`config.mk`:
```
export PLATFORM = sky130hd
export DESIGN_NAME = dual_timer
export DESIGN_NICKNAME = d
export VERILOG_FILES = /design/src/rtl/dual_timer.sv
export SDC_FILE = /design/constraint.sdc
export NUM_CORES = 1
export LEC_CHECK = 0
export ABC_AREA = 1
export BUFFER_PORTS_ARGS = -buffer_cell sky130_fd_sc_hd__buf_2
export CORE_UTILIZATION = 30
export CTS_CLUSTER_DIAMETER = 50
export CTS_CLUSTER_SIZE = 40
export DETAILED_ROUTE_END_ITERATION = 16
export PLACE_DENSITY = 0.51
export SETUP_SLACK_MARGIN = 0.3
export SLEW_MARGIN = 25
export SYNTH_ARGS = -nofsm -noshare
export SYNTH_HDL_FRONTEND = slang
export SYNTH_SLANG_ARGS = --single-unit
```
`constraint.sdc`:
```
create_clock -name clk -period 2.2 [get_ports clk]
set_input_delay 0.44 -clock clk [delete_from_list [all_inputs] [get_ports clk]]
set_output_delay 0.44 -clock clk [all_outputs]
set_load 0.01 [all_outputs]
```
`src/rtl/dual_timer.sv`:
```
module dual_timer #(
  parameter int HALF_W = 32,
  parameter int AW     = 8
) (
  input  logic          clk,
  input  logic          rst_n,
  input  logic          bus_sel,
  input  logic          bus_wr,
  input  logic [AW-1:0] bus_addr,
  input  logic [31:0]   bus_wdata,
  output logic [31:0]   bus_rdata,
  output logic          irq_lo,
  output logic          irq_hi
);
  localparam logic [AW-1:0] A_CNT_LO = AW'(8'h10);
  localparam logic [AW-1:0] A_CNT_HI = AW'(8'h14);
  localparam logic [AW-1:0] A_PRD_LO = AW'(8'h18);
  localparam logic [AW-1:0] A_PRD_HI = AW'(8'h1C);
  localparam logic [AW-1:0] A_TCTL   = AW'(8'h20);
  localparam logic [AW-1:0] A_GCTL   = AW'(8'h24);
  localparam int EN_LO_POS = 6;
  localparam int EN_HI_POS = 22;
  localparam logic [1:0] EN_OFF = 2'd0, EN_ONE = 2'd1, EN_PER = 2'd2;

  logic [HALF_W-1:0] cnt_lo, cnt_hi, prd_lo, prd_hi;
  logic [HALF_W-1:0] nxt_lo, nxt_hi;
  logic [1:0]        en_lo, en_hi, mode;
  logic              rs_lo, rs_hi;
  logic              irq_lo_q, irq_hi_q;

  wire wr       = bus_sel & bus_wr;
  wire wr_cnt_lo = wr & (bus_addr == A_CNT_LO);
  wire wr_cnt_hi = wr & (bus_addr == A_CNT_HI);
  wire wr_prd_lo = wr & (bus_addr == A_PRD_LO);
  wire wr_prd_hi = wr & (bus_addr == A_PRD_HI);
  wire wr_tcr    = wr & (bus_addr == A_TCTL);
  wire wr_gctl   = wr & (bus_addr == A_GCTL);

  wire dual   = mode[0];
  wire act_lo = (en_lo == EN_ONE) | (en_lo == EN_PER);
  wire act_hi = (en_hi == EN_ONE) | (en_hi == EN_PER);
  wire run_lo = rs_lo & act_lo & (dual | rs_hi);
  wire run_hi = dual & rs_hi & act_hi;
  wire hit_lo = run_lo & (dual ? (cnt_lo == prd_lo)
                               : ({cnt_hi, cnt_lo} == {prd_hi, prd_lo}));
  wire hit_hi = run_hi & (cnt_hi == prd_hi);
  wire carry  = !dual & run_lo & !hit_lo & !wr_cnt_lo & (&cnt_lo);

  wire unused_wdata = ^bus_wdata;

  always_comb begin
    nxt_lo = cnt_lo;
    if (!rs_lo)         nxt_lo = '0;
    else if (wr_cnt_lo) nxt_lo = bus_wdata[HALF_W-1:0];
    else if (hit_lo)    nxt_lo = (en_lo == EN_PER) ? '0 : cnt_lo;
    else if (run_lo)    nxt_lo = cnt_lo + 1'b1;

    nxt_hi = cnt_hi;
    if (!rs_hi)         nxt_hi = '0;
    else if (wr_cnt_hi) nxt_hi = bus_wdata[HALF_W-1:0];
    else if (dual) begin
      if (hit_hi)       nxt_hi = (en_hi == EN_PER) ? '0 : cnt_hi;
      else if (run_hi)  nxt_hi = cnt_hi + 1'b1;
    end else begin
      if (hit_lo)       nxt_hi = (en_lo == EN_PER) ? '0 : cnt_hi;
      else if (carry)   nxt_hi = cnt_hi + 1'b1;
    end
  end

  always_ff @(posedge clk or negedge rst_n) begin
    if (!rst_n) begin
      cnt_lo <= '0; cnt_hi <= '0; prd_lo <= '0; prd_hi <= '0;
      en_lo <= EN_OFF; en_hi <= EN_OFF; mode <= '0;
      rs_lo <= 1'b0; rs_hi <= 1'b0;
      irq_lo_q <= 1'b0; irq_hi_q <= 1'b0;
    end else begin
      irq_lo_q <= hit_lo;
      irq_hi_q <= hit_hi;
      cnt_lo   <= nxt_lo;
      cnt_hi   <= nxt_hi;
      if (wr_prd_lo) prd_lo <= bus_wdata[HALF_W-1:0];
      if (wr_prd_hi) prd_hi <= bus_wdata[HALF_W-1:0];
      if (wr_gctl) begin
        rs_lo <= bus_wdata[0];
        rs_hi <= bus_wdata[1];
        mode  <= bus_wdata[3:2];
      end
      if (wr_tcr) begin
        en_lo <= bus_wdata[EN_LO_POS +: 2];
        en_hi <= bus_wdata[EN_HI_POS +: 2];
      end else begin
        if (hit_lo && en_lo == EN_ONE) en_lo <= EN_OFF;
        if (hit_hi && en_hi == EN_ONE) en_hi <= EN_OFF;
      end
    end
  end

  always_comb begin
    bus_rdata = '0;
    case (bus_addr)
      A_CNT_LO: bus_rdata = 32'(cnt_lo);
      A_CNT_HI: bus_rdata = 32'(cnt_hi);
      A_PRD_LO: bus_rdata = 32'(prd_lo);
      A_PRD_HI: bus_rdata = 32'(prd_hi);
      A_TCTL: begin
        bus_rdata[EN_LO_POS +: 2] = en_lo;
        bus_rdata[EN_HI_POS +: 2] = en_hi;
      end
      A_GCTL:   bus_rdata[3:0] = {mode, rs_hi, rs_lo};
      default:  bus_rdata = '0;
    endcase
  end

  assign irq_lo = irq_lo_q;
  assign irq_hi = irq_hi_q;
endmodule

```
==> flow_summary.json <==
{
  "grt_pass1_wl_mm": 72.0,
  "setup_viol": 64,
  "seqPwrFrac_pct": 28.9,
  "vias": 12300,
  "final_cell_mix": "456 x nand2_1, 238 x buf_4, 183 x inv_1, 127 x dfrtp_1, 99 x nand3_1",
  "synth.yosys.seq_area_share_pct": 33.6,
  "swShare_pct": 39.0,
  "n_antenna_cell": 0,
  "hold_viol": 0,
  "post-dp-hpwl_mm": 35.7,
  "layout_commonest_cell": "nand2_1",
  "grt_max_degree": 65,
  "pwr-share-clk_pct": 26.9,
  "drc": 0,
  "drtIter0Drc": 1023,
  "hold_ws_ps": 281,
  "vias_per_cell": 5.11,
  "start_util_pct": 30.6,
  "path_class": "in2out",
  "cts_max_level": 4,
  "failed_checks": "setup timing",
  "clock_sinks": 138,
  "drive_above_1_share_pct": 36.0,
  "clock.fmax_ghz": 0.416,
  "slew_headroom_pct": 58.6,
  "clk_latency_ps": 440,
  "drtAntennaViolNets": 0,
  "synth_area_leaders": "dfrtp_1 34%, nand2_1 20%, inv_1 7.0%, nand3_1 6.7%, nor2_1 4.4%",
  "fin_skew_ps": 9.17,
  "crit_arrival_ps": 1970,
  "wl_per_cell_um": 20.1,
  "worst_slack_ps": -206,
  "synth_top_area_share_pct": 33.6,
  "cts_buffers": 17,
  "place.gp.congestion": 0.927,
  "irDropWorstVdd_mv": 0.544,
  "die_area_um2": 35000,
  "synth_cell_types": 41,
  "wl_mm": 48.5,
  "clockBufferDepth": 2,
  "antenna_found_initial": 0,
  "start_kind": "primary input",
  "overflow": 0,
  "p_switching_mw": 4.43,
  "ys_seq_elements": 138,
  "finalSetupTns_ps": -6920,
  "num_rows": 67,
  "syn_area_per_cell_um2": 6.36,
  "p_per_area_nw_per_um2": 718,
  "p_leak_nw": 7.94,
  "cts_tree": "done",
  "rsz0062_at_grt": "true",
  "synthesis.area_um2": 10300,
  "synth_area_leader_cell": "dfrtp_1",
  "max_slew.worst_pin.slew_ps": 620,
  "report.final.slew_viol_count": 0,
  "dr.pass1.iters": 8,
  "maxCapViolCount": 0,
  "finalCritPeriodShare_pct": 109,
  "yosys_warnings": 0,
  "cp_max_fo": 4,
  "pre_cts_slack_ps": -330,
  "die_w_um": 187,
  "pwr-share-comb_pct": 44.1,
  "grtUsageTotal_pct": 27.5,
  "fin_crit_ps": 2410,
  "end_kind": "output port",
  "synth_fp_nets": 1666,
  "hold_path.class": "in2reg",
  "nets": 1999,
  "cts-root-buf": "clkbuf_16",
  "coreArea_um2": 33600,
  "area_growth_pct": 53.7,
  "die_height_um": 187,
  "io-pin-count": 78,
  "path_clk_slew_ps": 60,
  "netlist_instances": 1616,
  "grt_pass1_vias": 11900,
  "cp.required_ps": 1760,
  "status": "finished with violations",
  "p_int_mw": 6.92,
  "portBuffers": 77
}
==> state kept, by name (all words and copies together), names as in the netlist, 2 cells and up <==
| signal | count |
|---|---|
| mode | 2 |
| en_lo | 2 |
| prd_lo | 32 |
| en_hi | 2 |
| cnt_lo | 32 |
| prd_hi | 32 |
| cnt_hi | 32 |
==> what timing repair did <==
item                                   4_1_cts  5_1_grt
setup buffers                               16       14
hold buffers                                 1        0
gates resized for setup                    207      124
gates cloned                                13        5
endpoints found under the hold margin       35        0
pin swaps                                   50       58
setup endpoints to repair                  101      100
==> stage by stage <==
stage	instances	utilization [%]	instance area (µm²)	total power, mW
global route	2409	47.0	15800	12.0
CTS	2390	45.1	15100	11.0
detailed placement	2329	39.7	13400	7.37
floorplan	1616	-	10600	5.48
global placement	2329	39.7	13400	7.34
finish	2409	47.0	15800	11.3
==> metal layers <==
metal | track usage, % | vias up | part of all wire, %
li1 | - | 5860 | -
met1 | 37.7 | 5929 | 45
met2 | 44.4 | 426 | 46
met3 | 3.15 | 91 | 5.2
met4 | 10.2 | 0 | 3.6
met5 | 0 | - | 0
==> cells in the mapped netlist, drive strengths merged <==
cell type,n
a21oi,44
a221o,7
a221oi,2
a22oi,19
a31oi,1
and2,3
and3,2
buf,22
clkbuf,46
dfrtp,138
ha,6
inv,222
nand2,566
nand3,138
nand3b,12
nand4,19
nor2,123
nor2b,1
nor3,40
nor4,1
o2111ai,1
o211ai,2
o21ai,92
o221ai,20
o22ai,27
o31ai,1
or2,3
xnor2,19
xor2,39
==> worst max-delay path: stages <==
cell and delay [ps]:
buf_2 100, or2_4 240, nor3_4 160, buf_4 150, inv_2 50, nor3_4 110
buf_6 150, inv_1 120, o221ai_2 260, buf_2 190
==> cell families after synthesis <==
logic type	share of synthesized area [%]
and+or+nand+nor	37.3
buffers and inverters	10.9
AOI/OAI and AO/OA	12.6
DFF	33.6
xor gates and xnor gates	4.94
adders and majority gates	0.730
==> power by group through the flow <==
stage	logic [mW]	registers, mW	clock network, mW
floorplan	2.23	3.25	0
global placement	4.06	3.28	0
detailed placement	4.08	3.29	0
CTS	4.59	3.26	3.10
global route	5.47	3.33	3.18
finish	5.01	3.28	3.06
==> final cells by class <==
class | instances | area [µm²]
tap | 448 | 561
timing repair inverter | 1 | 16.3
inverter | 222 | 866
sequential | 138 | 3470
fill | 3356 | 17800
multi-input combinational | 1188 | 6870
clock buffer | 23 | 478
timing repair buffer | 381 | 3420
clock inverter | 8 | 118
==> path summary, 6_finish.rpt <==
kind,end,startpoint,depth (start not counted),slack [ps]
max,bus_rdata[0],bus_addr[6],10,-210
min,rs_hi,bus_wdata[1],3,280
max reg2reg,cnt_hi[29],en_lo[0],15,-120
min reg2reg,prd_hi[2],prd_hi[2],2,510
max in group asynchronous,prd_lo[29],rst_n,3,1050
min in group asynchronous,cnt_lo[7],rst_n,2,500
Note: power is estimated with default switching activity, not from simulation.
